[src/rtl/mw_pkg.sv]
package mw_pkg;
  localparam int DATA_W     = 16;
  localparam int IDX_W      = 8;
  localparam int OPC_W      = 3;
  localparam int PROBE_LEAD = 2;
  localparam int NARROW_AW  = 6;
  localparam int WIDE_AW    = 8;
  localparam int FRAME_W    = PROBE_LEAD + OPC_W + WIDE_AW + DATA_W;
  localparam int BITCNT_W   = $clog2(FRAME_W + 1);
  localparam int WIDTH_BIT  = 18;
  localparam int SA_WORDS   = 3;
  localparam int SA_W       = SA_WORDS * DATA_W;
  localparam int SUM_W      = DATA_W + 2;
  localparam int SACNT_W    = $clog2(SA_WORDS);

  localparam logic [OPC_W-1:0]   OP_READ  = 3'b110;
  localparam logic [IDX_W-1:0]   SA_BASE  = 8'h0A;
  localparam logic [SUM_W-1:0]   SUM_BAD  = SUM_W'(SA_WORDS * ((1 << DATA_W) - 1));
  localparam logic [FRAME_W-1:0] PROBE_TX =
    {{PROBE_LEAD{1'b0}}, OP_READ, {WIDE_AW{1'b1}}, {DATA_W{1'b0}}};

  typedef enum logic [2:0] {
    ENG_IDLE, ENG_LOW, ENG_HIGH, ENG_TAIL, ENG_GAP
  } eng_state_e;

  typedef enum logic [2:0] {
    SEQ_PROBE, SEQ_PROBE_W, SEQ_IDLE, SEQ_RD_W, SEQ_SA_GO, SEQ_SA_W, SEQ_SA_END
  } seq_state_e;
endpackage

[src/rtl/mw_tick.sv]
module mw_tick #(
  parameter int HALF_CLKS = 10
) (
  input  logic clk,
  input  logic rst,
  input  logic run,
  output logic tick
);
  localparam int CW = $clog2(HALF_CLKS + 1);
  logic [CW-1:0] cnt;

  assign tick = run && (cnt == CW'(HALF_CLKS - 1));

  always_ff @(posedge clk) begin
    if (rst || !run) cnt <= '0;
    else if (tick)   cnt <= '0;
    else             cnt <= cnt + 1'b1;
  end

  AST_TICK_RANGE: assert property (@(posedge clk) disable iff (rst)
    cnt < CW'(HALF_CLKS));
endmodule

[src/rtl/mw_frame.sv]
module mw_frame
  import mw_pkg::*;
#(
  parameter int HALF_CLKS = 10
) (
  input  logic                clk,
  input  logic                rst,
  input  logic                start,
  input  logic [BITCNT_W-1:0] nbits,
  input  logic [FRAME_W-1:0]  tx,
  input  logic                sdo,
  output logic                done,
  output logic [FRAME_W-1:0]  rx,
  output logic                cs,
  output logic                sk,
  output logic                di
);
  eng_state_e          st;
  logic [BITCNT_W-1:0] pos;
  logic                tick;
  logic                run;

  assign run = (st != ENG_IDLE);

  mw_tick #(.HALF_CLKS(HALF_CLKS)) u_tick (
    .clk  (clk),
    .rst  (rst),
    .run  (run),
    .tick (tick)
  );

  always_ff @(posedge clk) begin
    if (rst) begin
      st   <= ENG_IDLE;
      cs   <= 1'b0;
      sk   <= 1'b0;
      di   <= 1'b0;
      done <= 1'b0;
      rx   <= '0;
      pos  <= '0;
    end else begin
      done <= 1'b0;
      case (st)
        ENG_IDLE: if (start) begin
          st  <= ENG_LOW;
          cs  <= 1'b1;
          sk  <= 1'b0;
          di  <= tx[nbits - 1'b1];
          pos <= nbits - 1'b1;
          rx  <= '0;
        end
        ENG_LOW: if (tick) begin
          sk <= 1'b1;
          st <= ENG_HIGH;
        end
        ENG_HIGH: if (tick) begin
          sk <= 1'b0;
          rx <= {rx[FRAME_W-2:0], sdo};
          if (pos == '0) begin
            di <= 1'b0;
            st <= ENG_TAIL;
          end else begin
            pos <= pos - 1'b1;
            di  <= tx[pos - 1'b1];
            st  <= ENG_LOW;
          end
        end
        ENG_TAIL: if (tick) begin
          cs <= 1'b0;
          st <= ENG_GAP;
        end
        ENG_GAP: if (tick) begin
          done <= 1'b1;
          st   <= ENG_IDLE;
        end
        default: st <= ENG_IDLE;
      endcase
    end
  end

  AST_DI_HOLD_SK_HIGH: assert property (@(posedge clk) disable iff (rst)
    (sk && $past(sk)) |-> $stable(di));
  AST_SK_INSIDE_CS: assert property (@(posedge clk) disable iff (rst)
    sk |-> cs);
  AST_CS_FALL_SK_LOW: assert property (@(posedge clk) disable iff (rst)
    $fell(cs) |-> !sk && !$past(sk));
endmodule

[src/rtl/mw_seq.sv]
module mw_seq
  import mw_pkg::*;
(
  input  logic                clk,
  input  logic                rst,
  input  logic                rd_start,
  input  logic [IDX_W-1:0]    rd_index,
  input  logic                sa_start,
  input  logic                frm_done,
  input  logic [FRAME_W-1:0]  frm_rx,
  output logic                frm_start,
  output logic [BITCNT_W-1:0] frm_nbits,
  output logic [FRAME_W-1:0]  frm_tx,
  output logic                busy,
  output logic                rd_done,
  output logic [DATA_W-1:0]   rd_data,
  output logic                sa_done,
  output logic [SA_W-1:0]     sa_addr,
  output logic                sa_valid,
  output logic                addr_wide
);
  seq_state_e          st;
  logic [SACNT_W-1:0]  sa_cnt;
  logic [SUM_W-1:0]    sa_sum;
  logic                probed;
  logic [IDX_W-1:0]    issue_idx;
  logic [FRAME_W-1:0]  rd_tx;
  logic [BITCNT_W-1:0] rd_nb;
  logic                unused_rx;

  assign unused_rx = ^{frm_rx[FRAME_W-1:WIDTH_BIT+1], frm_rx[WIDTH_BIT-1:DATA_W]};
  assign issue_idx = (st == SEQ_SA_GO) ? (SA_BASE + IDX_W'(sa_cnt)) : rd_index;

  always_comb begin
    if (addr_wide) begin
      rd_tx = FRAME_W'({OP_READ, issue_idx, {DATA_W{1'b0}}});
      rd_nb = BITCNT_W'(OPC_W + WIDE_AW + DATA_W);
    end else begin
      rd_tx = FRAME_W'({OP_READ, issue_idx[NARROW_AW-1:0], {DATA_W{1'b0}}});
      rd_nb = BITCNT_W'(OPC_W + NARROW_AW + DATA_W);
    end
  end

  always_ff @(posedge clk) begin
    if (rst) begin
      st        <= SEQ_PROBE;
      frm_start <= 1'b0;
      frm_nbits <= '0;
      frm_tx    <= '0;
      busy      <= 1'b1;
      rd_done   <= 1'b0;
      rd_data   <= '0;
      sa_done   <= 1'b0;
      sa_addr   <= '0;
      sa_valid  <= 1'b0;
      addr_wide <= 1'b0;
      probed    <= 1'b0;
      sa_cnt    <= '0;
      sa_sum    <= '0;
    end else begin
      frm_start <= 1'b0;
      rd_done   <= 1'b0;
      sa_done   <= 1'b0;
      case (st)
        SEQ_PROBE: begin
          frm_start <= 1'b1;
          frm_nbits <= BITCNT_W'(FRAME_W);
          frm_tx    <= PROBE_TX;
          st        <= SEQ_PROBE_W;
        end
        SEQ_PROBE_W: if (frm_done) begin
          addr_wide <= frm_rx[WIDTH_BIT];
          probed    <= 1'b1;
          busy      <= 1'b0;
          st        <= SEQ_IDLE;
        end
        SEQ_IDLE: begin
          if (rd_start) begin
            busy      <= 1'b1;
            frm_start <= 1'b1;
            frm_nbits <= rd_nb;
            frm_tx    <= rd_tx;
            st        <= SEQ_RD_W;
          end else if (sa_start) begin
            busy   <= 1'b1;
            sa_cnt <= '0;
            sa_sum <= '0;
            st     <= SEQ_SA_GO;
          end
        end
        SEQ_RD_W: if (frm_done) begin
          rd_data <= frm_rx[DATA_W-1:0];
          rd_done <= 1'b1;
          busy    <= 1'b0;
          st      <= SEQ_IDLE;
        end
        SEQ_SA_GO: begin
          frm_start <= 1'b1;
          frm_nbits <= rd_nb;
          frm_tx    <= rd_tx;
          st        <= SEQ_SA_W;
        end
        SEQ_SA_W: if (frm_done) begin
          sa_addr <= {frm_rx[DATA_W-1:0], sa_addr[SA_W-1:DATA_W]};
          sa_sum  <= sa_sum + SUM_W'(frm_rx[DATA_W-1:0]);
          if (sa_cnt == SACNT_W'(SA_WORDS - 1)) begin
            st <= SEQ_SA_END;
          end else begin
            sa_cnt <= sa_cnt + 1'b1;
            st     <= SEQ_SA_GO;
          end
        end
        SEQ_SA_END: begin
          sa_valid <= (sa_sum != '0) && (sa_sum != SUM_BAD);
          sa_done  <= 1'b1;
          busy     <= 1'b0;
          st       <= SEQ_IDLE;
        end
        default: st <= SEQ_IDLE;
      endcase
    end
  end

  AST_RD_DONE_ENDS_BUSY: assert property (@(posedge clk) disable iff (rst)
    rd_done |-> (!busy && $past(busy)));
  AST_SA_DONE_ENDS_BUSY: assert property (@(posedge clk) disable iff (rst)
    sa_done |-> (!busy && $past(busy)));
  AST_DONE_SINGLE: assert property (@(posedge clk) disable iff (rst)
    (rd_done || sa_done) |=> !(rd_done || sa_done));
  AST_WIDTH_HELD: assert property (@(posedge clk) disable iff (rst)
    (probed && $past(probed)) |-> $stable(addr_wide));
  AST_BUSY_NO_LAUNCH: assert property (@(posedge clk) disable iff (rst)
    (frm_start && $past(st) != SEQ_PROBE) |-> $past(busy) || $past(rd_start));
endmodule

[src/rtl/mw_eeprom_reader.sv]
module mw_eeprom_reader
  import mw_pkg::*;
#(
  parameter int HALF_CLKS   = 10,
  parameter int SYNC_STAGES = 2
) (
  input  logic              clk,
  input  logic              rst,
  input  logic              rd_start,
  input  logic [IDX_W-1:0]  rd_index,
  input  logic              sa_start,
  output logic              busy,
  output logic              rd_done,
  output logic [DATA_W-1:0] rd_data,
  output logic              sa_done,
  output logic [SA_W-1:0]   sa_addr,
  output logic              sa_valid,
  output logic              addr_wide,
  output logic              eep_cs,
  output logic              eep_sk,
  output logic              eep_di,
  input  logic              eep_do
);
  logic [SYNC_STAGES-1:0] do_sync;
  logic                   sdo;
  logic                   frm_start;
  logic                   frm_done;
  logic [BITCNT_W-1:0]    frm_nbits;
  logic [FRAME_W-1:0]     frm_tx;
  logic [FRAME_W-1:0]     frm_rx;

  generate
    if (SYNC_STAGES == 1) begin : g_sync1
      always_ff @(posedge clk) begin
        if (rst) do_sync <= '1;
        else     do_sync <= eep_do;
      end
    end else begin : g_syncn
      always_ff @(posedge clk) begin
        if (rst) do_sync <= '1;
        else     do_sync <= {do_sync[SYNC_STAGES-2:0], eep_do};
      end
    end
  endgenerate

  assign sdo = do_sync[SYNC_STAGES-1];

  mw_seq u_seq (
    .clk       (clk),
    .rst       (rst),
    .rd_start  (rd_start),
    .rd_index  (rd_index),
    .sa_start  (sa_start),
    .frm_done  (frm_done),
    .frm_rx    (frm_rx),
    .frm_start (frm_start),
    .frm_nbits (frm_nbits),
    .frm_tx    (frm_tx),
    .busy      (busy),
    .rd_done   (rd_done),
    .rd_data   (rd_data),
    .sa_done   (sa_done),
    .sa_addr   (sa_addr),
    .sa_valid  (sa_valid),
    .addr_wide (addr_wide)
  );

  mw_frame #(.HALF_CLKS(HALF_CLKS)) u_frame (
    .clk   (clk),
    .rst   (rst),
    .start (frm_start),
    .nbits (frm_nbits),
    .tx    (frm_tx),
    .sdo   (sdo),
    .done  (frm_done),
    .rx    (frm_rx),
    .cs    (eep_cs),
    .sk    (eep_sk),
    .di    (eep_di)
  );

  AST_NO_FRAME_WHEN_IDLE: assert property (@(posedge clk) disable iff (rst)
    (!busy && $past(!busy)) |-> !eep_sk);
endmodule

[config.mk]
export PLATFORM = sky130hd
export DESIGN_NAME = mw_eeprom_reader
export DESIGN_NICKNAME = d
export VERILOG_FILES = /design/src/rtl/mw_pkg.sv /design/src/rtl/mw_tick.sv /design/src/rtl/mw_frame.sv /design/src/rtl/mw_seq.sv /design/src/rtl/mw_eeprom_reader.sv
export SDC_FILE = /design/constraint.sdc
export NUM_CORES = 1
export LEC_CHECK = 0
export CAP_MARGIN = 5
export CELL_PAD_IN_SITES_DETAIL_PLACEMENT = 2
export CELL_PAD_IN_SITES_GLOBAL_PLACEMENT = 2
export CORE_MARGIN = 5
export CORE_UTILIZATION = 32
export CTS_CLUSTER_SIZE = 12
export DETAILED_ROUTE_END_ITERATION = 12
export GPL_TIMING_DRIVEN = 0
export MAX_ROUTING_LAYER = met4
export PLACE_DENSITY = 0.78
export SLEW_MARGIN = 20
export SYNTH_ARGS = -nofsm -noshare
export SYNTH_HDL_FRONTEND = slang
export SYNTH_SLANG_ARGS = --single-unit
[constraint.sdc]
create_clock -name clk -period 2.3 [get_ports clk]
set_input_delay 0.46 -clock clk [delete_from_list [all_inputs] [get_ports clk]]
set_output_delay 0.46 -clock clk [all_outputs]
set_load 0.005 [all_outputs]
# After elaboration in Yosys (flattened, before gate mapping)
# Index checks and enable logic that the tools add are counted.
[word_totals] word_cells=150 out_inout_bits=72 in_bits=13 regBits=164
[op_classes] n_reduce_logical=33 n_mux=59 n_addsub=6 n_eq_ne=26 bitwise_logic=2 n_lt_le_gt_ge=2
[op_table] operator="29-bit case mux with 3 select lines" n=1
[op_table] operator="18-bit two-way mux" n=3
[op_table] operator="19-bit two-way mux" n=2
[op_table] operator="19-bit case mux with 2 select lines" n=1
[op_table] operator="18-bit case mux with 2 select lines" n=1
[op_table] operator="3-bit case mux with 5 select lines" n=2
[op_table] operator="29-bit two-way mux" n=1
[op_table] operator="27-bit two-way mux" n=1
[op_table] operator="3-bit two-way mux" n=9
[op_table] operator="5-bit two-way mux" n=4
[op_table] operator="18-bit by 16-bit adder with 18-bit output" n=1
[op_table] operator="18-bit != test (second input constant)" n=1
[op_table] operator="18-bit nonzero test" n=1
[op_table] operator="1-bit two-way mux" n=16
[op_table] operator="5-bit case mux with 3 select lines" n=1
[op_table] operator="2-bit two-way mux" n=7
[op_table] operator="3-bit by 2-bit equality test with 1-bit output (second input constant)" n=4
[op_table] operator="3-bit equality test (second input constant)" n=4
[op_table] operator="5-bit by 6-bit < comparator with 1-bit output (second input constant)" n=2
[op_table] operator="2-bit by 1-bit != test with 1-bit output (second input constant)" n=6
[op_table] operator="2-bit != test (second input constant)" n=6
[op_table] operator="3-bit AND reduction" n=4
[op_table] operator="4-bit AND reduction" n=3
[op_table] operator="3-bit nonzero test" n=4
[op_table] operator="24 further kinds" n=43

# Depth between registers and ports, before layout
# Gate-level depths: netlist of the first run.
[logic_depth] word_depth=6 ltp_mapped=9 mapped_depth_nobuf=9

# By module
# From an unflattened synthesis of the first run, not the netlist that was laid out.
[hier_totals] cells_unflattened=882 area_unflattened_um2=7325.8
[by_module_without_submodules] mod="mw_seq" instances=1 seq_area_each_um2=2122.0 cells_each=602 area_each_um2=4815.9
[by_module_without_submodules] mod="mw_frame" instances=1 seq_area_each_um2=820.8 cells_each=258 area_each_um2=2277.2
[by_module_without_submodules] mod="mw_tick" instances=1 seq_area_each_um2=80.1 cells_each=18 area_each_um2=180.2
[by_module_without_submodules] mod="mw_eeprom_reader" instances=1 seq_area_each_um2=40.0 cells_each=4 area_each_um2=52.6

# Worst setup path before layout of the first run
# No wires, ideal clock.
[synth_path] kind="flip-flop to flip-flop" start="reg u_frame.rx[0]" end="reg u_seq.sa_sum[14]" setup_ns=0.122 path_buffers=0 t_arrival_ns=1.871 t_required_ns=2.178 slack_ns=0.308 synth_period_minus_slack_ns=1.992 path_stages_with_launch=10 cell_sequence="dfxtp_1 ha_1 inv_1 fa_1 nand2b_1 a21oi_1 o21ba_2 a22oi_1 mux2i_1 a221o_1"
[synth_between] elab_chain_len=3
[synth_rtl] item="from (decl)" line="mw_frame.sv:13" text="output logic [FRAME_W-1:0] rx,"
[synth_rtl] item="from (signal assigned)" line="mw_frame.sv:58" text="rx <= {rx[FRAME_W-2:0], sdo};"
[synth_rtl] item="18-bit by 16-bit adder with 18-bit output" line="mw_seq.sv:105" text="sa_sum <= sa_sum + SUM_W'(frm_rx[DATA_W-1:0]);"
[synth_rtl] item="18-bit two-way mux" line="mw_seq.sv:103" text="SEQ_SA_W: if (frm_done) begin"
[synth_rtl] item="18-bit case mux with 2 select lines" line="mw_seq.sv:64" text="case (st)"
[synth_rtl] item="to (signal assigned)" line="mw_seq.sv:105"
[synth_rtl] item="to (decl)" line="mw_seq.sv:24" text="logic [SUM_W-1:0] sa_sum;"
# No other way between the ends. The select of a mux whose other input is x is not followed.
# A chain may end at the register's enable or synchronous reset.

# Worst setup path in the final report of the first run
# Ends and elaborated chain as after synthesis.

==> run_results.csv, run 1 <==
group,metric,value,unit
status,status,"finished, final reports clean",
layout,final_util,42.4,%
routing,routed_wl,23600,µm
logic_synthesis,synth_area,6420,µm²
sta,final_hold_viol_count,0,
routing,drc_errors,0,
sta,slew_headroom,48.5,%
place,io_buffers,83,
global_routing,grt_use_met2,38.8,%
worst_setup_path,path_delay_family,"compound AO/OA/AOI/OAI gates",
worst_setup_path,cp_slowest_stage_delay,0.39,ns
logic_synthesis,yosysTopAreaCell,"dfxtp_1",
floorplanning,ioPinCount,85,
clock_network,cts_buffers,17,
clock_network,insertion_delay,0.43,ns
clock_network,cts_tree,"done",
worst_setup_path,startpoint_type,"flop",
worst_setup_path,worstPathArrival,2.53,ns
global_routing,use_met1,26.1,%
clock_network,ctsHoldBuffers,0,
global_routing,grt_use_total,21.8,%
logic_synthesis,synth_top_area_share,44.6,%
clock_network,clock-sinks,143,
power_and_ir_drop,power_switching,0.00143,W
power_and_ir_drop,p_comb_share,5.9,%
routing,drt_first_iter_violations,247,
routing,vias,6230,
routing,postRouteAntennaNets,0,
clock_network,h-tree-depth,4,
sta,final.setup.worst_slack,0.0890,ns
place,place.gp.congestion,0.856,
floorplanning,core_region_area,19600,µm²
worst_setup_path,crit_fanout,5,
clock_network,cts_buffer_depth,2,
logic_synthesis,ys_seq_elements,143,
sta,finalCritPeriodShare,96.1,%
sta,post-route-min-period,2.21,ns
run,max_cap_viol_count,0,
layout,ff_latch_area,2870,µm²
global_routing,antenna_found_initial,0,
global_routing,top_usage_layer,"met2",
layout,fillerInstances,2214,
power_and_ir_drop,powerDensity,716,nW/µm²
clock_network,cts-root-buf,"clkbuf_16",
logic_synthesis,post_synth.cell_area_avg,7.92,µm²
logic_synthesis,async_reset_ff_share,0,%
worst_setup_path,worst_setup_path_end_kind,"flop",
sta,fin_skew,0.0141,ns
place,post-place-ws,-0.236,ns
worst_setup_path,path_depth,9,
power_and_ir_drop,pwr-share-seq,42.8,%
logic_synthesis,synth-edff-count,0,
worst_setup_path,worst-path-buf-inv,1,
worst_setup_path,crit_end,"u_seq.sa_sum[14]",
logic_synthesis,ys_warn_count,0,
power_and_ir_drop,sw_frac_of_total,24.1,%
logic_synthesis,ys_seq_area_share,44.6,%
worst_setup_path,critical_path_class,"flop to flop",
sta,drv_slew,0,
worst_setup_path,reg2reg_to,"u_seq.sa_sum[14]",
logic_synthesis,synth.most_common_cell,"nand2_1",
power_and_ir_drop,p_leak,2.93,nW
layout,antennaDiodeCount,0,
place,dp_hpwl,17900,µm
global_routing,grt.met3_usage,3.60,%
floorplanning,die_area,23000,µm²
logic_synthesis,synth.area.top_cells,"dfxtp_1, nand2_1, a21oi_1, ha_1, nor2_1",
power_and_ir_drop,power.total,0.00594,W
clock_network,clk_pin_slew_worst_paths,0.06,ns
power_and_ir_drop,ir_drop,0.000486,V
floorplanning,rows,51,
power_and_ir_drop,clockPowerShare,51.3,%
logic_synthesis,synth_fp_nets,846,
floorplanning,start_util,32.8,%
layout,final_nets,949,
worst_setup_path,r2r.worst_path.cells,9,
worst_setup_path,cp_slowest_cell,"dfxtp_4",
worst_setup_path,worstPathRequired,2.62,ns
layout,layout-drive-gt1-share,7.55,%
routing,wire_per_inst,19.8,µm
logic_synthesis,synth_cell_type_count,60,
worst_setup_path,path_cells,"ha_1, inv_1, fa_1, nand2b_4, a21oi_2, o21ba_2, a22oi_2, mux2i_1, a221o_1",
sta,max_slew.worst_pin.slew,0.773,ns
worst_setup_path,rrSetupSlack,0.09,ns
global_routing,grt_max_degree,17,
logic_synthesis,synthTopCellsByCount,"nand2_1, dfxtp_1, a21oi_1",
power_and_ir_drop,internal_power,0.00451,W
global_routing,grt_pass1_wl,37900,µm
routing,viasPerCell,5.23,
logic_synthesis,syn_inst,811,
worst_setup_path,critPathLaunch,"u_frame.rx[0]",
global_routing,grt_pass1_vias,6920,
worst_hold_path,hold_path.class,"flop to flop",
layout,area_growth,29.2,%
routing,firstDrtPassIters,4,
worst_setup_path,r2r_start,"u_frame.rx[0]",
layout,multi_input_area,3330,µm²
sta,max_freq,452,MHz
global_routing,overflow,0,
logic_synthesis,synthFlopType,"dfxtp_1",
sta,setup_viol,0,
floorplanning,die_h,152,µm
floorplanning,die_w,152,µm
-- power groups by stage --
stage                     registers [W]  logic (W)  clock network, W
final                           0.00255   0.000351           0.00305
after global routing            0.00255   0.000387           0.00322
after CTS                       0.00255   0.000341           0.00310
after detailed placement        0.00260   0.000331                 0
after global placement          0.00260   0.000315                 0
after floorplan                 0.00259   0.000214                 0
-- sequential cells by signal, indices dropped and copies added, names as in the netlist --
name,cells
u_seq.sa_sum,18
u_frame.di,1
u_frame.sk,1
u_seq.rd_done,1
u_seq.st,3
u_seq.rd_data,16
u_frame.u_tick.cnt,4
u_frame.cs,1
u_frame.rx,19
u_seq.busy,1
u_seq.frm_start,1
u_seq.sa_addr,48
u_frame.pos,5
u_seq.frm_nbits,3
u_seq.sa_valid,1
u_seq.frm_tx,10
u_seq.sa_done,1
do_sync,2
u_seq.addr_wide,1
u_seq.sa_cnt,2
u_frame.st,3
u_frame.done,1
-- final cells by class --
| cell class | instances | area share, % |
|---|---|---|
| multi-input combinational | 598 | 40.2 |
| sequential | 143 | 34.6 |
| timing repair buffer | 85 | 10.2 |
| clock buffer | 18 | 5.29 |
| tap | 265 | 3.99 |
| clock inverter | 14 | 2.49 |
| buffer | 50 | 2.44 |
| inverter | 19 | 0.859 |
-- worst min-delay path by stage --
stage | from | to | slack (ns) | depth (start not counted)
after floorplan | do_sync[0] | do_sync[1] | 0.39 | 1
after global placement | do_sync[0] | do_sync[1] | 0.41 | 1
after detailed placement | do_sync[0] | do_sync[1] | 0.42 | 1
after CTS | do_sync[0] | do_sync[1] | 0.43 | 1
after global routing | do_sync[0] | do_sync[1] | 0.44 | 1
final | do_sync[0] | do_sync[1] | 0.42 | 1
-- what timing repair did --
action / 4_1_cts / 5_1_grt
gates cloned: 0 / 0
hold endpoints to repair: 0 / 0
resized for setup: 6 / 12
pin swaps: 1 / 1
setup endpoints to repair: 8 / 21
buffers inserted: 0 / 2
-- routing by layer --
layer  share of wire, %  up-vias
met5                  0        -
met4                1.0        0
met3                3.5       21
met2                 51      117
met1                 44     3075
li1                   -     3017
-- cells by family after synthesis --
group | after synthesis | share of synthesized area [%]
simple gates | 349 | 24.3
compound gates | 205 | 18.9
flops | 143 | 44.6
buf+inv | 70 | 4.29
fa+ha+maj | 22 | 4.40
xor+xnor | 13 | 1.77
mux | 9 | 1.79
-- placed cells by master, fill, tap and decap left out, drive strengths merged, types with 5 or more instances in the layout --
cell type,instances
xor2,8
clkdlybuf4s50,83
buf,15
clkbuf,55
nor2b,6
nand2,186
mux2i,7
a31oi,7
a22oi,5
or3,5
inv,23
a21oi,127
or2,5
a21o,6
nand4,7
o21ai,22
nor2,52
xnor2,5
nand3,31
a211oi,5
nor3,22
and3,5
and2,6
ha,21
dfxtp,143
nand2b,6
nand3b,6
-- through the flow --
stage | instances | hold slack (ns) | area, µm² | setup TNS [ns]
2_1_floorplan | 811 | 0.389 | 6420 | 0
3_3_place_gp | 1159 | 0.414 | 7590 | -0.256
3_5_place_dp | 1159 | 0.419 | 7590 | -0.716
4_1_cts | 1191 | 0.430 | 8260 | 0
5_1_grt | 1192 | 0.438 | 8300 | -0.0253
6_report | 1192 | 0.423 | 8300 | 0
Power figures use the tool's default switching activity.
==> run 2, diff against run 1 <==
--- a/config.mk
+++ b/config.mk
@@ -9,12 +9,12 @@
 export CELL_PAD_IN_SITES_DETAIL_PLACEMENT = 2
 export CELL_PAD_IN_SITES_GLOBAL_PLACEMENT = 2
 export CORE_MARGIN = 5
-export CORE_UTILIZATION = 32
+export CORE_UTILIZATION = 29
 export CTS_CLUSTER_SIZE = 12
 export DETAILED_ROUTE_END_ITERATION = 12
 export GPL_TIMING_DRIVEN = 0
 export MAX_ROUTING_LAYER = met4
-export PLACE_DENSITY = 0.78
+export PLACE_DENSITY = 0.74
 export SLEW_MARGIN = 20
 export SYNTH_ARGS = -nofsm -noshare
 export SYNTH_HDL_FRONTEND = slang
==> constraint.sdc (replaced) <==
create_clock -name clk -period 1.8 [get_ports clk]
set_input_delay 0.36 -clock clk [delete_from_list [all_inputs] [get_ports clk]]
set_output_delay 0.36 -clock clk [all_outputs]
set_load 0.005 [all_outputs]
==> run 2 against run 1 <==
Worst setup slack lost 0.22 ns. Count of clock-buffer cells in the layout shrank 1. Fmax grew 14%. Clock power grew 16%. The flow now finishes with violations (negative setup slack). Clock skew shrank 0.0034 ns. Combinational power grew 52%. Critical endpoint is now u_frame.pos[3]. Global-route usage shrank 2.1 points. Critical path depth shrank 1. Core utilization shrank 1.0 points. Cell area grew 8.8%.
==> run_results.csv, run 2 (synthesized netlist as in run 1, its figures left out) <==
group,metric,value,unit
status,status,"finished, violations left",
status,violations,"negative setup slack",
layout,area_growth,40.5,%
worst_setup_path,worstPathArrival,2.28,ns
layout,ff_latch_area,2950,µm²
sta,slew_headroom,47.7,%
clock_network,cts_buffer_depth,2,
layout,largest_register,"u_seq.sa_addr",
sta,max_freq,517,MHz
worst_setup_path,crit_end,"u_frame.pos[3]",
worst_setup_path,rrSetupSlack,-0.14,ns
worst_setup_path,cp_slowest_stage_delay,0.46,ns
clock_network,clock-sinks,143,
routing,postRouteAntennaNets,0,
layout,fillerInstances,2407,
power_and_ir_drop,power.total,0.00733,W
clock_network,cts_buffers,17,
run,max_cap_viol_count,0,
sta,fin_skew,0.0107,ns
global_routing,antenna_found_initial,0,
clock_network,ctsHoldBuffers,0,
power_and_ir_drop,ir_drop,0.000570,V
worst_setup_path,r2r.worst_path.cells,8,
worst_setup_path,path_cells,"inv_4, ha_4, or4b_4, and3_4, buf_4, o21ai_4, nand2_1, a21oi_1",
global_routing,grt_pass1_wl,39000,µm
sta,final_hold_viol_count,0,
routing,vias,6349,
worst_setup_path,worst_setup_path_end_kind,"flop",
floorplanning,die_w,159,µm
routing,drc_errors,0,
routing,wire_per_inst,20.2,µm
worst_setup_path,reg2reg_to,"u_frame.pos[3]",
layout,final_nets,971,
routing,routed_wl,24800,µm
power_and_ir_drop,p_leak,3.14,nW
routing,drt_first_iter_violations,285,
floorplanning,rows,54,
sta,setup_viol,11,
worst_setup_path,crit_fanout,4,
floorplanning,ioPinCount,85,
floorplanning,start_util,29.4,%
layout,layout_common_cells,"nand2_1, a21oi_1, dfxtp_1, clkdlybuf4s50_1, nor2_1",
place,dp_hpwl,17100,µm
layout,layout-drive-gt1-share,21.5,%
global_routing,grt_use_total,19.6,%
sta,finalCritPeriodShare,108,%
layout,multi_input_area,3770,µm²
worst_setup_path,critPathLaunch,"u_frame.pos[0]",
clock_network,clk_pin_slew_worst_paths,0.07,ns
routing,viasPerCell,5.17,
place,post-place-ws,-0.477,ns
sta,max_slew.worst_pin.slew,0.784,ns
sta,drv_slew,0,
layout,reg_top3,"u_seq.sa_addr x48, u_frame.rx x19, u_seq.sa_sum x18",
worst_setup_path,cp_slowest_cell,"or4b_4",
floorplanning,die_area,25200,µm²
routing,firstDrtPassIters,4,
place,io_buffers,83,
clock_network,insertion_delay,0.44,ns
clock_network,h-tree-depth,4,
global_routing,grt_max_degree,17,
sta,grt_setup_unrepaired,"yes",
sta,final.setup.worst_slack,-0.136,ns
worst_setup_path,worstPathRequired,2.15,ns
layout,fin_area,9030,µm²
global_routing,grt_pass1_vias,6857,
sta,post-route-min-period,1.94,ns
clock_network,cts_tree,"done",
clock_network,cts-root-buf,"clkbuf_16",
layout,layout_commonest_cell,"nand2_1",
power_and_ir_drop,powerDensity,812,nW/µm²
floorplanning,die_h,159,µm
place,dpl_cell_area,7720,µm²
layout,largest_reg_flops,48,
layout,antennaDiodeCount,0,
worst_setup_path,r2r_start,"u_frame.pos[0]",
global_routing,overflow,0,
sta,setup_tns,-0.979,ns
sta,whs,0.419,ns
worst_hold_path,hold_path.class,"flop to flop",
worst_setup_path,critical_path_class,"flop to flop",
worst_setup_path,startpoint_type,"flop",
place,place.gp.congestion,0.795,
floorplanning,core_region_area,21800,µm²
-- run 2: changes by cell type in the layout (fill, tap and decap cells not counted), sizes merged --
cell | before | now
bufinv | 4 | 1
o21ai | 22 | 23
inv | 23 | 25
clkinvlp | 3 | 1
buf | 15 | 42
clkinv | 3 | 7
clkbuf | 55 | 48
-- run 2: timing repair --
action	in CTS	in global routing
cloned	1	0
resized for setup	108	62
buffers inserted	23	8
endpoints found under the setup margin	103	65
pin swaps	23	20
-- run 2: cell type report --
class,instances,share of cell area [%]
multi-input cells,599,41.7
flip-flops and latches,143,32.7
repair buffers,114,11.9
clock buffers,17,4.71
well taps,280,3.88
plain buffers,42,2.52
clock inverters,15,1.72
inverters,19,0.818
-- run 2: where the power goes --
part / switching [W] / internal (W) / total (W)
registers: 0.0000538 / 0.00319 / 0.00324
logic: 0.000302 / 0.000233 / 0.000535
clock network: 0.00160 / 0.00195 / 0.00355
-- run 2: routing by layer --
metal | GRT usage, % | vias to the layer above | share of wire [%]
met4 | 5.12 | 0 | 1.5
met3 | 2.88 | 30 | 2.3
met1 | 24.7 | 3127 | 45
met5 | - | - | 0
met2 | 33.0 | 110 | 51
li1 | - | 3082 | -
-- run 2: worst min-delay path by stage --
stage | to | start | slack, ns | depth (start not counted)
finish | do_sync[1] | do_sync[0] | 0.42 | 1
global route | do_sync[1] | do_sync[0] | 0.43 | 1
CTS | do_sync[1] | do_sync[0] | 0.42 | 1
detailed placement | do_sync[1] | do_sync[0] | 0.41 | 1
global placement | do_sync[1] | do_sync[0] | 0.41 | 1
floorplan | do_sync[1] | do_sync[0] | 0.39 | 1
-- run 2: through the flow --
stage	std cells	utilization, %
5_1_grt	1229	41.4
3_3_place_gp	1174	35.4
4_1_cts	1226	40.5
3_5_place_dp	1174	35.4
2_1_floorplan	811	-
6_report	1229	41.4
-- run 2: worst max-delay path, delay by kind of cell, from the launching register on --
family          cells  cell delay [ns]
simple gates        3             0.77
compound gates      2             0.39
fa+ha+maj           1             0.12
flops               1             0.37
buf+inv             2             0.19
